## src/rtl/tri_reg_alu.sv

```systemverilog
module tri_reg_alu #(
  parameter int W = 4
) (
  input  logic         clk,
  input  logic         rst,
  input  logic [2:0]   op,
  input  logic [W-1:0] din,
  output logic [W-1:0] out_a,
  output logic [W-1:0] out_b,
  output logic [W-1:0] out_c,
  output logic         gt_flag,
  output logic         carry_flag
);
  localparam int SHW = 2;

  typedef enum logic [2:0] {
    OP_CLR  = 3'b000,
    OP_LDA  = 3'b001,
    OP_LDB  = 3'b010,
    OP_CPY  = 3'b011,
    OP_ADD  = 3'b100,
    OP_SHL  = 3'b101,
    OP_CMP  = 3'b110,
    OP_AND  = 3'b111
  } opc_t;

  typedef enum logic [1:0] {
    CS_SUM = 2'b00,
    CS_SHL = 2'b01,
    CS_AND = 2'b11
  } csel_t;

  logic         clr, en_a, en_b, en_c, b_sel, cmp_en, add_en;
  csel_t        c_sel;
  logic [W-1:0] ra, rb, rc;
  logic [W-1:0] b_next, c_next, shl;
  logic [W:0]   sum;
  logic [SHW-1:0] shamt;

  always_comb begin
    clr = 1'b0; en_a = 1'b0; en_b = 1'b0; en_c = 1'b0;
    b_sel = 1'b0; cmp_en = 1'b0; add_en = 1'b0; c_sel = CS_SUM;
    case (opc_t'(op))
      OP_CLR: clr = 1'b1;
      OP_LDA: en_a = 1'b1;
      OP_LDB: en_b = 1'b1;
      OP_CPY: begin en_b = 1'b1; b_sel = 1'b1; end
      OP_ADD: begin en_c = 1'b1; add_en = 1'b1; c_sel = CS_SUM; end
      OP_SHL: begin en_c = 1'b1; c_sel = CS_SHL; end
      OP_CMP: cmp_en = 1'b1;
      OP_AND: begin en_c = 1'b1; c_sel = CS_AND; end
      default: ;
    endcase
  end

  assign b_next = b_sel ? rc : din;
  assign sum    = {1'b0, ra} + {1'b0, rb};
  assign shamt  = din[W-1 -: SHW];
  assign shl    = rb << shamt;

  always_comb begin
    case (c_sel)
      CS_SUM:  c_next = sum[W-1:0];
      CS_SHL:  c_next = shl;
      CS_AND:  c_next = ra & rb;
      default: c_next = '0;
    endcase
  end

  always_ff @(posedge clk or posedge rst) begin
    if (rst) begin
      ra <= '0;
      rb <= '0;
      rc <= '0;
      gt_flag <= 1'b0;
      carry_flag <= 1'b0;
    end else begin
      if (clr) begin
        ra <= '0;
        rb <= '0;
        rc <= '0;
      end else begin
        if (en_a) ra <= din;
        if (en_b) rb <= b_next;
        if (en_c) rc <= c_next;
      end
      if (cmp_en) gt_flag <= (ra > rb);
      if (add_en) carry_flag <= sum[W];
    end
  end

  assign out_a = ra;
  assign out_b = rb;
  assign out_c = rc;
endmodule


```

## config.mk

```make
export PLATFORM = sky130hd
export DESIGN_NAME = tri_reg_alu
export DESIGN_NICKNAME = d
export VERILOG_FILES = /design/src/rtl/tri_reg_alu.sv
export SDC_FILE = /design/constraint.sdc
export NUM_CORES = 1
export LEC_CHECK = 0
export ABC_AREA = 1
export CAP_MARGIN = 5
export CORE_ASPECT_RATIO = 0.5
export CORE_MARGIN = 3
export CORE_UTILIZATION = 30
export CTS_CLUSTER_SIZE = 10
export DETAILED_ROUTE_END_ITERATION = 12
export DONT_BUFFER_PORTS = 1
export GPL_TIMING_DRIVEN = 0
export PLACE_DENSITY = 0.41
export SYNTH_ARGS = -nofsm -noshare
export SYNTH_HDL_FRONTEND = slang
export SYNTH_SLANG_ARGS = --single-unit
```

## constraint.sdc

```tcl
create_clock -name clk -period 1.8 [get_ports clk]
set_clock_uncertainty 0.2 [all_clocks]
set_input_delay 0.45 -clock clk [delete_from_list [all_inputs] [get_ports clk]]
set_output_delay 0.45 -clock clk [all_outputs]
set_load 0.02 [all_outputs]
```

* After elaboration in Yosys (flattened, before gate mapping)
Cells that the tools add are included.
** Cells by class
- Shifts and indexed selects :: 1
- Equal/unequal tests :: 9
- Bitwise logic cells :: 1
- Magnitude comparators :: 1
- $add $sub $neg :: 1
- Reduce and logical (&&, ||, !) cells :: 7
- Multiplexer cells :: 16
** Operators with widths (count)
- two-way mux 4 bit :: 7
- == test 3 bit, second input constant :: 4
- one-hot mux 4 bit (3 select lines) :: 1
- two-way mux 1 bit :: 7
- == test 3 x 2 -> 1 bit, second input constant :: 2
- nonzero test 2 bit :: 3
- adder 4 x 4 -> 5 bit :: 1
- bitwise AND 4 bit :: 1
- greater-than comparator 4 bit :: 1
- one-hot mux 2 bit (2 select lines) :: 1
- left shift 4 x 2 -> 4 bit :: 1
- == test 3 x 1 -> 1 bit, second input constant :: 1
- logical NOT 3 bit :: 1
- OR reduction 3 bit :: 1
- == test 2 x 1 -> 1 bit, second input constant :: 1
- == test 2 bit, second input constant :: 1
- logical NOT 2 bit :: 1
- OR reduction 2 bit :: 1
** Storage, ports and cells
- Bits in registers :: 14

* Logic depth before layout (Yosys ltp)
Gate-level depths: netlist (run 1).
- Depth in word-level cells :: 6
- Gate-level depth with buffers :: 11
- Mapped depth without buffers :: 11

* Worst setup path after synthesis (run 1)
No wires, ideal clock.
- Path kind :: register -> register
- From :: reg rb[0], in the netlist out_b[0]
- To :: reg rc[2], in the netlist out_c[2]
- Setup slack :: 55 ps
- Required time :: 1483 ps
- Library setup time :: 117 ps
- Arrival time :: 1428 ps
- Stages on the path, launching flop included :: 9
- Path through :: dfrtp_1 ha_1 fa_1 inv_1 or2_2 nand3_1 nand3_1 nand2_1 nand2_1
** Between the ends
- Cells in the longest elaborated chain, start to end :: 4
- Elaborated cells between the ends (all ways) :: 5
** Ends and longest elaborated chain
- start: declaration :: line 35 : logic [W-1:0] ra, rb, rc;
- start signal: assignment :: line 84 : if (en_b) rb <= b_next;
- adder 4 x 4 -> 5 bit or left shift 4 x 2 -> 4 bit (tied branches) :: line 57, 59
- one-hot mux 4 bit (3 select lines) * :: line 62 : case (c_sel)
- two-way mux 4 bit * :: line 85 : if (en_c) rc <= c_next;
- two-way mux 4 bit * :: line 78 : if (clr) begin
- end signal: assignment :: line 85
- end: declaration :: line 35
Mark *: on every way between the ends. The rest lies on a longest branch, timed or not. The select of a mux whose other input is x is not followed.
A chain may end at the register's enable or synchronous reset.

* Worst setup path in the final report (run 1)
Ends and elaborated chain as after synthesis.

==> results.txt, run 1 <==
FP Rows: 14
final design utilization: 38.8%
Max Slew Vio Count: 0
post-synth cell types: 19
first-pass GRT wire length: 4640 µm
layout cells sized above 1: 22.9%
vias in the first global route: 858
DP Area: 0.00104 mm²
die height: 46.6 µm
Worst path slowest cell: dfrtp_2
status: completed
core area: 0.00308 mm²
clk root buf: clkbuf_8
pin count of the biggest net entering global routing: 15
Detailed Place HPWL: 2290 µm
clk sinks: 14
WL per Instance: 16.2 µm
Final GP Congestion: 0.771
CP Capture Type: flip-flop
Post-Synth Simple-Gate Area: 26.4%
Sw Ratio: 38.6%
class of the worst hold path: input port to flip-flop
WP data required: 1.79 ns
PortBufs: 0
maxcap violations: 0
max-slew headroom at the worst pin: 60.2%
YS warnings: 0
critical path launch point type: flip-flop
top routing layer used: met4
CTS tree: built
critical setup path kind: flip-flop to flip-flop
Hold Fails Final Rpt: 0
via count: 937
RSZ-0062 raised after global routing: yes
Routed met1 length: 1640 µm
met3 WL: 183 µm
GRT overflow: 0
initial core utilization: 32.1%
Non-Filler Cell Area, Final: 0.00119 mm²
Clk pin slew, worst setup/hold paths: 0.07 ns
# DRC: 0
Fmax: 0.568 GHz
max incr delay on CP: 0.50 ns
H-tree depth: 1
Syn Area/Cell: 7.23 µm²
total CTS buffers: 3
P_int: 672 µW
initial antenna violation count: 0
total power: 1090 µW
GR Util All Layers: 15.7%
Mapped Area: 991 µm²
worst-margin pin slew: 0.596 ns
Compound-Gate Fraction of Synth Area: 15.9%
final setup fails: 0
Vias/cell: 5.09
# diodes: 0
fill count: 327
Initial DRT Pass Iterations: 4
DRT iter0 DRCs: 58
final period utilization: 97.7%
Post-Synth XOR/XNOR Area: 0%
Clock Tree Buf Depth: 2
worst path cell trace: ha_4 -> fa_2 -> inv_2 -> or2_4 -> nand3_2 -> nand3_2 -> nand2_2 -> nand2_2
Combinational Power Share: 24.7%
Ports: 23
clock latency on the worst-skew pair: 0.26 ns
DR WL met2: 1150 µm
Chip Width: 87.3 µm
pwr/cell area: 916 mW/mm²
sw power: 422 µW
WP data arrival: 1.75 ns
CP Max Fanout: 5
Synth Register Bits: 14
die area: 0.00407 mm²
area delta synth->final: 20.6%
Seq/Total Area, Yosys: 35.4%
Syn Inst Count: 137
final net count: 163
static leakage power: 0.000593 µW
DRT antenna net count: 0
peak supply drop: 374 µV
Clock power frac: 30.0%
Adder-Cell Fraction of Synth Area: 12.1%
mux share of post-synthesis cell area: 0%
area of the multi-input gates: 604 µm²
overall routed net length: 2980 µm
register area: 359 µm²
part of the power in registers: 45.3%
largest family of logic cells by synthesized area: simple AND/OR/NAND/NOR gates
Mapped Nets: 155
minimum clock period: 1.76 ns
==> metal layers <==
layer | track usage, % | vias up
met5 | 0 | -
met1 | 24.5 | 443
li1 | - | 465
met3 | 5.89 | 2
met2 | 19.8 | 27
met4 | 2.75 | 0
==> power groups by stage <==
stage	Sequential, µW	Clock (µW)	Combinational, µW
2_1_floorplan	474	0	182
3_3_place_gp	492	0	237
4_1_cts	495	335	254
3_5_place_dp	494	0	235
5_1_grt	506	347	313
6_report	496	328	270
==> worst max-delay path: cells and delay by family, from the launching register on <==
kind	cells	cell delay, ns
adder cells (fa/ha/maj)	2	0.53
flip-flops	1	0.50
AND/OR/NAND/NOR	5	0.41
buffers and inverters	1	0.06
==> layout by cell type, fill, tap and decap left out, drive strengths merged <==
| cell | synthesis | layout |
|---|---|---|
| nand2 | 36 | 36 |
| inv | 22 | 22 |
| dfrtp | 14 | 14 |
| o21ai | 13 | 13 |
| nand3 | 13 | 13 |
| a21oi | 9 | 9 |
| nor2 | 8 | 8 |
| ha | 8 | 8 |
| o22ai | 5 | 5 |
| clkbuf | 0 | 4 |
| buf | 2 | 4 |
| nor3 | 3 | 3 |
| or2 | 1 | 1 |
| a22o | 1 | 1 |
| o211ai | 1 | 1 |
| fa | 1 | 1 |
| dlygate4sd3 | 0 | 1 |
==> registers in the layout (all words and copies together), names as in the netlist <==
name	count
out_a	4
out_b	4
out_c	4
carry_flag	1
gt_flag	1
==> area by class of cell <==
| class | count | area share [%] |
|---|---|---|
| flip-flops and latches | 14 | 30.1 |
| multi-input cells | 99 | 50.6 |
| plain buffers | 2 | 1.57 |
| well taps | 40 | 4.19 |
| inverters | 22 | 6.91 |
| repair buffers | 3 | 2.09 |
| clock buffers | 4 | 4.61 |
==> path summary, 6_finish.rpt <==
kind | from | end | slack (ns) | cells after the start
max | out_b[0] | out_c[2] | 0.04 | 8
min | op[1] | out_a[1] | 0.14 | 2
max reg2reg | out_b[0] | out_c[2] | 0.04 | 8
min reg2reg | out_c[1] | out_c[1] | 0.45 | 2
max in group asynchronous | rst | out_b[3] | 0.47 | 2
min in group asynchronous | rst | out_a[0] | 0.50 | 2
==> cells by family after synthesis <==
kind of cell    count (synthesis)
simple gates                   61
buf+inv                        24
flops                          14
fa+ha+maj                       9
compound gates                 29
==> synth_stat cells (all sizes together) <==
| library cell | n | area (µm²) |
|---|---|---|
| buf | 2 | 18.8 |
| inv | 22 | 82.6 |
| fa | 1 | 20.0 |
| ha | 8 | 100 |
| o21ai | 13 | 65.1 |
| a21oi | 9 | 45.0 |
| or2 | 1 | 6.26 |
| nand2 | 36 | 143 |
| o211ai | 1 | 7.51 |
| o22ai | 5 | 31.3 |
| nand3 | 13 | 65.1 |
| nor3 | 3 | 15.0 |
| a22o | 1 | 8.76 |
| dfrtp | 14 | 350 |
| nor2 | 8 | 32.5 |
==> what timing repair did <==
| action | in CTS | in global routing |
|---|---|---|
| hold buffers | 1 | 0 |
| resized for setup | 12 | 11 |
| buffers inserted | 1 | 1 |
| pin swaps | 3 | 3 |
| endpoints found under the hold margin | 14 | 0 |
| setup endpoints to repair | 5 | 5 |
==> metrics by stage <==
stage | hold WS, ns | setup WS (ns) | TNS [ns] | std cells
2_1_floorplan | 0.139 | 0.0551 | 0 | 137
3_3_place_gp | 0.256 | -0.200 | -0.467 | 177
3_5_place_dp | 0.261 | -0.198 | -0.483 | 177
4_1_cts | 0.133 | 0.0000406 | 0 | 183
5_1_grt | 0.142 | -0.0161 | -0.0177 | 184
6_report | 0.137 | 0.0408 | 0 | 184
Power figures use the tool's default switching activity.
==> run 2: changes to the inputs <==
--- a/constraint.sdc
+++ b/constraint.sdc
@@ -4,2 +4,2 @@
 set_output_delay 0.45 -clock clk [all_outputs]
-set_load 0.02 [all_outputs]
+set_load 0.01 [all_outputs]
==> run 2 against run 1 <==
Against the previous run:
- power is 4.3% lower
- flip-flop and latch count did not move
- non-clock buffer count did not move
- critical path depth is 2 lower
- clock power hardly changed
- count of clock-buffer cells in the layout unchanged
- via count shrank 2.2%
- sequential power down 8.5%
- design area decreased by 1.5%
- sequential share of layout area up 0.23 points
==> results.txt, run 2 (same netlist as run 1, synthesis figures left out) <==
status: completed
Clock Tree Buf Depth: 2
CP Max Fanout: 5
pin count of the biggest net entering global routing: 15
clk root buf: clkbuf_8
Final GP Congestion: 0.771
WP data arrival: 1.75 ns
overall routed net length: 2960 µm
CP Capture Type: flip-flop
WHS: 0.138 ns
GRT overflow: 0
# diodes: 0
WL per Instance: 16.1 µm
Hold Crit Start: op[1]
initial antenna violation count: 0
Max Slew Vio Count: 0
total CTS buffers: 3
part of the power in registers: 43.3%
register area: 357 µm²
sw power: 378 µW
CTS tree: built
Chip Width: 87.3 µm
vias in the first global route: 841
WP data required: 1.79 ns
via count: 916
critical setup path kind: flip-flop to flip-flop
area of the multi-input gates: 589 µm²
P_int: 669 µW
most common cell after layout, fill and taps aside: nand2_1
hold endpoint: out_a[1]
Combinational Power Share: 25.4%
max-slew headroom at the worst pin: 60.3%
final setup fails: 0
peak supply drop: 346 µV
final period utilization: 97.5%
Vias/cell: 4.98
area delta synth->final: 18.8%
clk sinks: 14
RSZ-0062 raised after global routing: yes
Sw Ratio: 36.1%
Clock power frac: 31.3%
worst-margin pin slew: 0.594 ns
minimum clock period: 1.76 ns
maxcap violations: 0
Ports: 23
FP Rows: 14
DRT iter0 DRCs: 49
class of the worst hold path: input port to flip-flop
pwr/cell area: 890 mW/mm²
final net count: 163
Fmax: 0.570 GHz
worst hold stages: 2
R2R depth: 6
core area: 0.00308 mm²
DRT antenna net count: 0
internal reg-to-reg setup slack: 0.04 ns
GR Util All Layers: 15.5%
PortBufs: 0
die height: 46.6 µm
H-tree depth: 1
Initial DRT Pass Iterations: 4
initial core utilization: 32.1%
clock latency on the worst-skew pair: 0.25 ns
Hold Fails Final Rpt: 0
most frequent cells in the layout: nand2_1, inv_1, o21ai_0
# DRC: 0
first-pass GRT wire length: 4570 µm
R2R Path Start: out_b[0]
die area: 0.00407 mm²
Clk pin slew, worst setup/hold paths: 0.07 ns
critical path launch point type: flip-flop
fill count: 330
FF-to-FF End: out_c[1]
layout cells sized above 1: 20.1%
Detailed Place HPWL: 2290 µm
static leakage power: 0.000596 µW
final design utilization: 38.2%
[run 2: cell counts in the layout (fill, tap and decap cells not counted)]
No cell type changed its count.
[run 2: metal layers]
layer / share of wire, % / global-route usage (%)
met2: 38 / 19.2
met5: 0 / 0
met4: 0.47 / 2.75
met3: 6.1 / 5.89
met1: 56 / 24.3
[run 2: power by group through the flow]
stage                     registers (µW)  logic, µW  clock network (µW)
after floorplan                      435        182                   0
after global placement               454        237                   0
after detailed placement             455        235                   0
after CTS                            454        240                 335
after global routing                 465        307                 347
final                                454        266                 328
[run 2: how the worst max path moves through the flow]
| stage | startpoint | to | slack (ns) | depth (start not counted) |
|---|---|---|---|---|
| finish | out_b[0] | out_c[1] | 0.04 | 6 |
| global route | out_b[0] | out_c[2] | -0.02 | 8 |
| CTS | out_b[0] | out_c[2] | -0.02 | 8 |
| detailed placement | out_b[0] | out_c[2] | -0.12 | 8 |
| global placement | out_b[0] | out_c[2] | -0.13 | 8 |
| floorplan | out_b[0] | out_c[2] | 0.14 | 8 |
[run 2: repair_timing]
item,4_1_cts,5_1_grt
gates resized for setup,6,13
pin swaps,0,5
endpoints found under the setup margin,4,2
hold buffers,1,0
endpoints found under the hold margin,14,0
setup buffers,0,2
[run 2: final cells by class]
type,instances,area share [%]
Inverter,22,7.01
Sequential cell,14,30.3
Timing Repair Buffer,3,2.13
Clock buffer,4,4.68
Tap cell,40,4.25
Buffer,2,1.59
Multi-Input combinational cell,99,50.1
[run 2: per-stage QoR]
step,TNS (ns),std cells,instance area [µm²],power (µW),setup slack [ns]
after floorplan,0,137,991,617,0.139
after global placement,-0.182,177,1040,691,-0.126
after detailed placement,-0.183,177,1040,690,-0.124
after CTS,-0.0221,182,1120,1030,-0.0221
after global routing,-0.0256,184,1180,1120,-0.0249
final,0,184,1180,1050,0.0444
[run 2: worst max-delay path, stage by stage (launching register included)]
cell	delay, ns
dfrtp_2	0.49
ha_4	0.20
fa_2	0.52
nand2_1	0.08
nand3_2	0.08
nand2_1	0.06
nand2_1	0.06
